File: src/rtl/rcd_pkg.sv
package rcd_pkg;
  typedef enum logic [1:0] {
    ST_IDLE  = 2'd0,
    ST_READ  = 2'd1,
    ST_WRITE = 2'd2
  } rcd_state_e;

  localparam int UNIT_SHIFT = 4;
endpackage

File: src/rtl/rcd_walker.sv
module rcd_walker #(
  parameter int ADDR_W = 32,
  parameter int LB_W   = 12,
  parameter int STEP_W = 5
) (
  input  logic              clk,
  input  logic              rst,
  input  logic              load,
  input  logic [ADDR_W-1:0] base,
  input  logic [LB_W-1:0]   line_bytes,
  input  logic [LB_W-1:0]   gap_bytes,
  input  logic              adv,
  input  logic [STEP_W-1:0] step,
  output logic [ADDR_W-1:0] ptr,
  output logic [LB_W-1:0]   rem
);
  logic [ADDR_W-1:0] ptr_q;
  logic [LB_W-1:0]   rem_q, line_q, gap_q;
  logic              line_end;

  assign line_end = (rem_q == LB_W'(step));

  always_ff @(posedge clk) begin
    if (rst) begin
      ptr_q  <= '0;
      rem_q  <= '0;
      line_q <= '0;
      gap_q  <= '0;
    end else if (load) begin
      ptr_q  <= base;
      rem_q  <= line_bytes;
      line_q <= line_bytes;
      gap_q  <= gap_bytes;
    end else if (adv) begin
      if (line_end) begin
        rem_q <= line_q;
        ptr_q <= ptr_q + ADDR_W'(step) + ADDR_W'(gap_q);
      end else begin
        rem_q <= rem_q - LB_W'(step);
        ptr_q <= ptr_q + ADDR_W'(step);
      end
    end
  end

  assign ptr = ptr_q;
  assign rem = rem_q;

  AST_REM_WITHIN_LINE: assert property (@(posedge clk) disable iff (rst) rem_q <= line_q);
endmodule

File: src/rtl/rcd_step.sv
module rcd_step #(
  parameter int LB_W       = 12,
  parameter int TOTAL_W    = 16,
  parameter int BEAT_BYTES = 16,
  parameter int STEP_W     = 5
) (
  input  logic [LB_W-1:0]       src_rem,
  input  logic [LB_W-1:0]       dst_rem,
  input  logic [TOTAL_W-1:0]    tot_rem,
  output logic [STEP_W-1:0]     step,
  output logic [BEAT_BYTES-1:0] be
);
  localparam int CW = (LB_W > TOTAL_W) ? LB_W : TOTAL_W;

  logic [CW-1:0] a, b, c, m1, m2;

  always_comb begin
    a  = CW'(src_rem);
    b  = CW'(dst_rem);
    c  = CW'(tot_rem);
    m1 = (a < b) ? a : b;
    m2 = (m1 < c) ? m1 : c;
    step = (m2 < CW'(BEAT_BYTES)) ? STEP_W'(m2) : STEP_W'(BEAT_BYTES);
  end

  for (genvar j = 0; j < BEAT_BYTES; j++) begin : g_lane
    assign be[j] = (step > STEP_W'(j));
  end
endmodule

File: src/rtl/rect_copy_dma.sv
module rect_copy_dma #(
  parameter int ADDR_W     = 32,
  parameter int TOTAL_W    = 16,
  parameter int LINE_W     = 8,
  parameter int BEAT_BYTES = 16
) (
  input  logic                    clk,
  input  logic                    rst,
  input  logic                    start,
  input  logic [ADDR_W-1:0]       src_base,
  input  logic [ADDR_W-1:0]       dst_base,
  input  logic [TOTAL_W-1:0]      total_len,
  input  logic [LINE_W-1:0]       src_line,
  input  logic [LINE_W-1:0]       src_gap,
  input  logic [LINE_W-1:0]       dst_line,
  input  logic [LINE_W-1:0]       dst_gap,
  output logic                    rd_en,
  output logic [ADDR_W-1:0]       rd_addr,
  input  logic [8*BEAT_BYTES-1:0] rd_data,
  output logic                    wr_en,
  output logic [ADDR_W-1:0]       wr_addr,
  output logic [8*BEAT_BYTES-1:0] wr_data,
  output logic [BEAT_BYTES-1:0]   wr_be,
  output logic                    busy,
  output logic                    done_irq,
  output logic                    cfg_err
);
  import rcd_pkg::*;

  localparam int LB_W   = LINE_W + UNIT_SHIFT;
  localparam int STEP_W = $clog2(BEAT_BYTES + 1);

  rcd_state_e        state_q;
  logic [TOTAL_W-1:0] tot_q;
  logic              done_q, err_q;
  logic              bad_cfg, accept, load, adv, last;
  logic [STEP_W-1:0] step;
  logic [BEAT_BYTES-1:0] be;
  logic [LB_W-1:0]   src_rem, dst_rem;
  logic [ADDR_W-1:0] src_ptr, dst_ptr;

  assign bad_cfg = (src_line == '0) || (dst_line == '0);
  assign accept  = (state_q == ST_IDLE) && start;
  assign load    = accept && !bad_cfg && (total_len != '0);
  assign adv     = (state_q == ST_WRITE);
  assign last    = (tot_q == TOTAL_W'(step));

  rcd_walker #(.ADDR_W(ADDR_W), .LB_W(LB_W), .STEP_W(STEP_W)) u_src (
    .clk(clk), .rst(rst), .load(load), .base(src_base),
    .line_bytes({src_line, {UNIT_SHIFT{1'b0}}}),
    .gap_bytes({src_gap, {UNIT_SHIFT{1'b0}}}),
    .adv(adv), .step(step), .ptr(src_ptr), .rem(src_rem)
  );

  rcd_walker #(.ADDR_W(ADDR_W), .LB_W(LB_W), .STEP_W(STEP_W)) u_dst (
    .clk(clk), .rst(rst), .load(load), .base(dst_base),
    .line_bytes({dst_line, {UNIT_SHIFT{1'b0}}}),
    .gap_bytes({dst_gap, {UNIT_SHIFT{1'b0}}}),
    .adv(adv), .step(step), .ptr(dst_ptr), .rem(dst_rem)
  );

  rcd_step #(.LB_W(LB_W), .TOTAL_W(TOTAL_W), .BEAT_BYTES(BEAT_BYTES), .STEP_W(STEP_W)) u_step (
    .src_rem(src_rem), .dst_rem(dst_rem), .tot_rem(tot_q), .step(step), .be(be)
  );

  always_ff @(posedge clk) begin
    if (rst) begin
      state_q <= ST_IDLE;
      tot_q   <= '0;
      done_q  <= 1'b0;
      err_q   <= 1'b0;
    end else begin
      done_q <= 1'b0;
      case (state_q)
        ST_IDLE: begin
          if (accept) begin
            err_q <= bad_cfg;
            if (load) begin
              tot_q   <= total_len;
              state_q <= ST_READ;
            end else begin
              done_q <= 1'b1;
            end
          end
        end
        ST_READ: state_q <= ST_WRITE;
        ST_WRITE: begin
          tot_q <= tot_q - TOTAL_W'(step);
          if (last) begin
            state_q <= ST_IDLE;
            done_q  <= 1'b1;
          end else begin
            state_q <= ST_READ;
          end
        end
        default: state_q <= ST_IDLE;
      endcase
    end
  end

  assign rd_en    = (state_q == ST_READ);
  assign rd_addr  = src_ptr;
  assign wr_en    = (state_q == ST_WRITE);
  assign wr_addr  = dst_ptr;
  assign wr_data  = rd_data;
  assign wr_be    = wr_en ? be : '0;
  assign busy     = (state_q != ST_IDLE);
  assign done_irq = done_q;
  assign cfg_err  = err_q;

  AST_RD_WR_EXCL:    assert property (@(posedge clk) disable iff (rst) !(rd_en && wr_en));
  AST_WR_AFTER_RD:   assert property (@(posedge clk) disable iff (rst) wr_en |-> $past(rd_en));
  AST_BE_CONTIG:     assert property (@(posedge clk) disable iff (rst) wr_en |-> (wr_be != '0) && (((wr_be + BEAT_BYTES'(1)) & wr_be) == '0));
  AST_IRQ_PULSE:     assert property (@(posedge clk) disable iff (rst) done_irq |=> !done_irq);
  AST_IRQ_NOT_BUSY:  assert property (@(posedge clk) disable iff (rst) done_irq |-> !busy);
  AST_ERR_NO_ACCESS: assert property (@(posedge clk) disable iff (rst) cfg_err |-> !rd_en && !wr_en);
  AST_BUSY_ON_START: assert property (@(posedge clk) disable iff (rst) $rose(busy) |-> $past(start));
endmodule

File: config.mk
export PLATFORM = sky130hd
export DESIGN_NAME = rect_copy_dma
export DESIGN_NICKNAME = d
export VERILOG_FILES = /design/src/rtl/rcd_pkg.sv /design/src/rtl/rcd_walker.sv /design/src/rtl/rcd_step.sv /design/src/rtl/rect_copy_dma.sv
export SDC_FILE = /design/constraint.sdc
export NUM_CORES = 1
export LEC_CHECK = 0
export BUFFER_PORTS_ARGS = -buffer_cell sky130_fd_sc_hd__buf_2
export CAP_MARGIN = 20
export CORE_AREA = 3 3 318 163
export DETAILED_ROUTE_END_ITERATION = 8
export DIE_AREA = 0 0 321 166
export PLACE_DENSITY = 0.59
export SYNTH_ARGS = -nofsm -noshare
export SYNTH_HDL_FRONTEND = slang
export SYNTH_HIERARCHICAL = 1
export SYNTH_SLANG_ARGS = --single-unit
File: constraint.sdc
create_clock -name clk -period 8 [get_ports clk]
set_clock_uncertainty 0.15 [all_clocks]
set_input_delay 0 -clock clk [delete_from_list [all_inputs] [get_ports clk]]
set_output_delay 0 -clock clk [all_outputs]
set_load 0.02 [all_outputs]
# Yosys cells after proc, flatten, opt, wreduce, memory -nomap -nowiden
# Index checks and enable logic that the tools add are counted.
# W data, S select, Z words.
[word_totals]
in_bits = 243
out_inout_bits = 213
register_bits = 140
elab_cells = 90
[op_classes]
reduce_logical = 16
n_lt_le_gt_ge = 19
add_sub_neg = 7
muxes = 27
n_eq_ne = 7
[op_table]
columns = ["operator", "count"]
rows = [
  ["$mux W32", 6],
  ["$mux W12", 7],
  ["$add A32 B12 Y32", 2],
  ["$add A32 B5 Y32", 2],
  ["$mux W16", 4],
  ["$gt A5 B4 Y1 const B", 8],
  ["$pmux W16 S2", 1],
  ["$eq A12 B5 Y1", 2],
  ["$sub A12 B5 Y12", 2],
  ["$gt A5 B3 Y1 const B", 4],
  ["$eq A16 B5 Y1", 1],
  ["$logic_not A8 Y1", 2],
  ["$lt A16 B16 Y1", 1],
  ["$lt A16 B5 Y1 const B", 1],
  ["$reduce_bool A16 Y1", 1],
  ["$sub A16 B5 Y16", 1],
  ["$lt A12 B12 Y1", 1],
  ["$gt A5 B1 Y1 const B", 2],
  ["$gt A5 B2 Y1 const B", 2],
  ["$pmux W2 S3", 1],
  ["$reduce_bool A2 Y1", 3],
  ["$mux W5", 1],
  ["$mux W1", 4],
  ["$mux W2", 2],
  ["11 further kinds", 15],
]

# Longest topological paths before layout
[logic_depth]
depth_word = 11
mapped_depth = 34
mapped_depth_nobuf = 31

# Hierarchy
# The synthesis kept the hierarchy.
[by_module_without_submodules]
columns = ["module", "seq_area_each_um2", "cells_each", "n_inst", "area_each_um2"]
rows = [
  ["rcd_walker", 1361.3, 679, 2, 5134.9],
  ["rect_copy_dma", 400.4, 306, 1, 2364.8],
  ["rcd_step", 0.0, 166, 1, 1084.8],
]

# Worst setup path after synthesis
# Ideal clock, no wire load.
[synth_path]
path_kind = "register to register"
start = "register u_dst.rem_q[9] (netlist: u_dst/rem[9])"
end = "register u_dst.ptr_q[23] (netlist: u_dst/ptr[23])"
synth_period_minus_slack_ns = 8.212
path_stages_with_launch = 32
setup_slack_ns = -0.212
arrival_ns = 7.940
n_path_buf = 3
setup_ns = 0.122
t_required_ns = 7.728
cell_sequence = "dfxtp_1 > inv_1 > ha_1 > a21o_1 > a21o_1 > a221o_1 > nor2_1 > buf_2 > clkbuf_1 > o21ai_0 > ha_1 > a21oi_1 > o21ai_0 > a22oi_1 > nand4_1 > nand3_4 > mux2_4 > nor2_1 > ha_1 > a21oi_1 > o2111ai_1 > clkbuf_1 > and3_1 > xor2_1 > ha_1 > inv_1 > a2111oi_0 > o211ai_1 > a2111oi_4 > a22oi_1 > o31a_1 > o311a_1"
[synth_via]
elab_chain_len = 11
word_cells_on_any_way = 12
cone_classes = "2 x add/sub; 3 x order compare; 1 x eq/ne; 6 x mux"
[synth_lines]
columns = ["element", "line", "rtl"]
rows = [
  ["start: declaration", "rcd_walker.sv:18", "logic [LB_W-1:0] rem_q, line_q, gap_q;"],
  ["start signal: assignment", "rcd_walker.sv:31", "rem_q <= line_bytes;"],
  ["start signal: assignment", "rcd_walker.sv:36", "rem_q <= line_q;"],
  ["start signal: assignment", "rcd_walker.sv:39", "rem_q <= rem_q - LB_W'(step);"],
  ["$lt A12 B12 Y1", "rcd_step.sv:21", "m1 = (a < b) ? a : b;"],
  ["$mux W12 *", "rcd_step.sv:21", ""],
  ["$lt A16 B16 Y1", "rcd_step.sv:22", "m2 = (m1 < c) ? m1 : c;"],
  ["$mux W16 *", "rcd_step.sv:22", ""],
  ["$lt A16 B5 Y1", "rcd_step.sv:23", "step = (m2 < CW'(BEAT_BYTES)) ? STEP_W'(m2) : STEP_W'(BEAT_BYTES);"],
  ["$mux W5 *", "rcd_step.sv:23", ""],
  ["named net step[4]", "rect_copy_dma.sv:37", "logic [STEP_W-1:0] step;"],
  ["$add A32 B5 Y32", "rcd_walker.sv:37, rcd_walker.sv:40", ""],
  ["$add A32 B12 Y32", "rcd_walker.sv:37", "ptr_q <= ptr_q + ADDR_W'(step) + ADDR_W'(gap_q);"],
  ["$mux W32 *", "rcd_walker.sv:35", "if (line_end) begin"],
  ["$mux W32 *", "rcd_walker.sv:34", "end else if (adv) begin"],
  ["$mux W32 *", "rcd_walker.sv:29", "end else if (load) begin"],
  ["end signal: assignment", "rcd_walker.sv:30", "ptr_q <= base;"],
  ["end signal: assignment", "rcd_walker.sv:37", ""],
  ["end signal: assignment", "rcd_walker.sv:40", "ptr_q <= ptr_q + ADDR_W'(step);"],
  ["end: declaration", "rcd_walker.sv:17", "logic [ADDR_W-1:0] ptr_q;"],
]
# The timed path passes the listed nets; every way through them passes the cells marked *. The select of a mux whose other input is x is not followed.
# A chain may end at the register's enable or synchronous reset.

# Worst setup path after layout
[layout_path]
start = "register u_dst.rem_q[9] (netlist: u_dst/rem[9])"
end = "register u_src.ptr_q[31] (netlist: u_src/ptr[31])"
[layout_via]
elab_chain_len = 11
word_cells_on_any_way = 12
cone_classes = "2 x add/sub; 3 x order compare; 1 x eq/ne; 6 x mux"
[layout_lines]
columns = ["element", "line"]
rows = [
  ["$lt A12 B12 Y1", "rcd_step.sv:21"],
  ["$mux W12 *", "rcd_step.sv:21"],
  ["$lt A16 B16 Y1", "rcd_step.sv:22"],
  ["$mux W16 *", "rcd_step.sv:22"],
  ["$lt A16 B5 Y1", "rcd_step.sv:23"],
  ["$mux W5 *", "rcd_step.sv:23"],
  ["named net step[4]", "rect_copy_dma.sv:37"],
  ["$add A32 B5 Y32", "rcd_walker.sv:37, rcd_walker.sv:40"],
  ["$add A32 B12 Y32", "rcd_walker.sv:37"],
  ["$mux W32 *", "rcd_walker.sv:35"],
  ["$mux W32 *", "rcd_walker.sv:34"],
  ["$mux W32 *", "rcd_walker.sv:29"],
  ["end signal: assignment", "rcd_walker.sv:30"],
  ["end signal: assignment", "rcd_walker.sv:37"],
  ["end signal: assignment", "rcd_walker.sv:40"],
  ["end: declaration", "rcd_walker.sv:17"],
]
# Marks and branches as above.

==> flow_metrics.env <==
export IMPL_status="finished clean"
export IMPL_num_io_pins=456
export IMPL_busiest_layer="met2"
export IMPL_rr_startpoint="u_dst/rem[9]"
export IMPL_ff2ff_path_depth=33
export IMPL_synthArstFlopShare_pct=0
export IMPL_cp_start_kind="register"
export IMPL_portBuffers=199
export IMPL_fin_area_um2=18000
export IMPL_area_delta_synth_final_pct=30.9
export IMPL_crit_buf_inv=4
export IMPL_drive_above_1_share_pct=16.4
export IMPL_detail_route_antenna_nets=0
export IMPL_netlist_area_um2=13700
export IMPL_layout_nets=2465
export IMPL_detailed_place_hpwl_um=32800
export IMPL_path_depth=33
export IMPL_synthAdderAreaFrac_pct=7.64
export IMPL_wire_per_inst_um=17.1
export IMPL_vias=14605
export IMPL_syn_area_per_cell_um2=7.50
export IMPL_drt_vias_per_instance=5.20
export IMPL_synthMuxAreaShare_pct=3.22
export IMPL_tightest_slew_ns=0.947
export IMPL_synth_top_cell_by_area="dfxtp_1"
export IMPL_holdCritStartpoint="dst_base[3]"
export IMPL_grt_pass1_wl_um=75300
export IMPL_crit_top_cell="ha_1"
export IMPL_initial_utilization_pct=28.1
export IMPL_antenna_found_initial=0
export IMPL_first_global_vias=13875
export IMPL_cts_tree="done"
export IMPL_fin_util_pct=36.8
export IMPL_pwr_density_cell_nw_per_um2=185
export IMPL_yosysSeqAreaShare_pct=22.8
export IMPL_p_leak_uw=0.00726
export IMPL_r2r_end="u_src/ptr[31]"
export IMPL_synth_flop_cell="dfxtp_1"
export IMPL_setup_viol=0
export IMPL_use_met3_pct=2.94
export IMPL_use_met1_pct=21.5
export IMPL_post_route_min_period_ns=7.57
export IMPL_grt_overflow_total=0
export IMPL_synthCells=1830
export IMPL_yosysTopAreaCellShare_pct=22.8
export IMPL_finalWirelength_um=48100
export IMPL_synth_simple_area_share_pct=25.3
export IMPL_yosys_cell_types_count=86
export IMPL_synth_xor_area_share_pct=4.34
export IMPL_period_share_pct=94.7
export IMPL_synthTopCellsByArea="dfxtp_1 (23%), buf_4 (7.1%), ha_1 (6.5%)"
export IMPL_cp_end_kind="register"
export IMPL_diodes=0
export IMPL_required_ns=8.21
export IMPL_place_area_um2=14600
export IMPL_core_um2=48800
export IMPL_hold_violations=0
export IMPL_crit_type="register to register"
export IMPL_cp_max_fo=16
export IMPL_rows=57
export IMPL_met2_usage_pct=30.6
export IMPL_cts_sinks=156
export IMPL_dp_cells=2516
export IMPL_fmax_ghz=0.132
export IMPL_cpPeakStageDelay_ns=0.40
export IMPL_cts_htree_levels=4
export IMPL_worst_slack_ns=0.426
export IMPL_layout_cells_non_filler=2806
export IMPL_synth_top_family_by_area="simple AND/OR/NAND/NOR gates"
export IMPL_yosys_warnings=6
export IMPL_grt_max_degree=100
export IMPL_die_y_um=166
export IMPL_relSlewSlack_pct=36.9
export IMPL_die_width_um=321
export IMPL_drt_iter0_markers=1104
export IMPL_gp_congestion=0.898
export IMPL_cts_root_buf="clkbuf_16"
export IMPL_dpl_worst_slack_ns=-0.107
export IMPL_worstHoldEndpoint="u_dst/ptr[3]"
export IMPL_hold_path_class="input pin to register"
export IMPL_vdd_ir_drop_max_uv=157
export IMPL_dieArea_um2=53300
export IMPL_synth_edff_count=0
export IMPL_crit_family="compound AO/OA/AOI/OAI gates"
export IMPL_p_total_uw=3320
export IMPL_path_clk_slew_ns=0.07
export IMPL_cts_buffers=17
export IMPL_clk_insertion_delay_late_ns=0.45
export IMPL_holdPathStages=4
export IMPL_cts_buffer_depth=2
export IMPL_drc=0
export IMPL_critPathSlowestCell="a2111oi_4"
export IMPL_drv_cap=0
export IMPL_synth_seq_cells=156
export IMPL_synth_compound_area_share_pct=24.4
export IMPL_crit_arrival_ns=7.79
export IMPL_drtPass1Iterations=7
export IMPL_r2r_slack_ns=0.43
export IMPL_gr_usage_all_layers_pct=17.2
export IMPL_drv_slew=0
-- per-layer routing --
layer / part of all wire, % / up-vias
met2: 50 / 412
met5: 0 / -
met4: 1.5 / 0
met3: 4.6 / 52
li1: - / 7211
met1: 43 / 6930
-- cell type report --
class | count | area, µm²
repair buffers | 506 | 3940
fillers | 5058 | 30800
clock buffers | 17 | 425
inverters | 90 | 345
multi-input cells | 1373 | 9160
well taps | 649 | 812
flip-flops and latches | 156 | 3120
clock inverters | 15 | 161
-- registers in the layout, indices dropped and copies added (netlist names) --
signal	cells
cfg_err	1
tot_q	16
done_irq	1
u_src/line_q	12
state_q	2
u_src/rem	12
u_src/ptr	32
u_dst/line_q	12
u_dst/ptr	32
u_src/gap_q	12
u_dst/rem	12
u_dst/gap_q	12
-- worst max-delay path by stage --
stage	start	end	slack (ns)
2_1_floorplan	u_dst/rem[9]	u_dst/ptr[23]	0.03
3_3_place_gp	u_dst/rem[9]	u_dst/ptr[31]	0.07
4_1_cts	u_dst/rem[9]	u_dst/ptr[31]	0.008
5_1_grt	u_dst/rem[7]	u_dst/ptr[31]	-0.07
3_5_place_dp	u_dst/rem[9]	u_dst/ptr[31]	-0.11
6_report	u_dst/rem[9]	u_src/ptr[31]	0.43
-- cells in the final DEF, fill, tap and decap left out, drive strengths merged, types with 21 or more instances in the layout --
master and count:
and3 36, o21a 23, ha 71, dlygate4sd3 250
xnor2 34, nor2 124, mux2i 40, xor2 34
or3 28, o21ai 105, inv 94, and2 29
nand2 202, a21oi 128, nand4 31, a31oi 21
buf 256, dfxtp 156, nor3 44, o211ai 27
nor4 33, nand3 51
-- tightest hold or removal path, stage by stage --
cell	delay [ns]
dlygate4sd3_1	0.52
buf_2	0.10
a21oi_1	0.05
nor2_1	0.07
-- cells in the mapped netlist, types with 6 or more instances --
cell	n
nand3_1	49
or4_1	15
a221oi_1	13
a211o_1	8
o21a_1	23
buf_1	13
nor2b_1	11
buf_4	129
o311ai_0	8
nand3b_1	8
nand2b_1	10
nor3_1	44
or3_4	7
clkbuf_1	77
o211ai_1	27
nand4_1	31
a31oi_1	21
dfxtp_1	156
ha_1	71
o2111ai_1	6
a21oi_1	128
o32ai_1	14
nor4_1	30
a22oi_1	10
a211oi_1	15
mux2i_1	39
fa_1	7
nand2_1	202
and2_1	29
nor3b_1	11
nor2_1	124
buf_2	7
xnor2_1	34
and4_1	12
o22ai_1	13
inv_1	87
xor2_1	34
o21ai_0	101
or3_1	20
and3_1	36
nor4b_1	7
a311oi_1	17
o31ai_1	8
a21o_1	20
-- timing repair --
item / in CTS / in global routing
hold buffers: 250 / 0
endpoints found under the setup margin: 10 / 40
resized for setup: 3 / 38
pin swaps: 0 / 11
setup buffers: 0 / 8
endpoints found under the hold margin: 260 / 0
-- cell families (layout without fill, tap and decap cells) --
logic type	Yosys count	count (layout)
simple gates	669	669
other cells	1	16
xor+xnor	68	68
buf+inv	316	628
mux	43	43
compound gates	497	497
fa+ha+maj	80	80
flops	156	156
-- where the power goes --
part | total [µW] | switching [µW] | internal, µW | leakage, µW
clock | 844 | 379 | 464 | 0.000277
sequential | 947 | 98.8 | 849 | 0.00129
combinational | 1530 | 905 | 627 | 0.00570
total | 3320 | 1380 | 1940 | 0.00726
-- metrics by stage --
stage / TNS (ns) / hold WS (ns)
2_1_floorplan: 0 / -0.0707
3_3_place_gp: 0 / -0.150
3_5_place_dp: -0.385 / -0.150
4_1_cts: 0 / 0.148
5_1_grt: -0.144 / 0.167
6_report: 0 / 0.174
(Power assumes the default switching activity.)
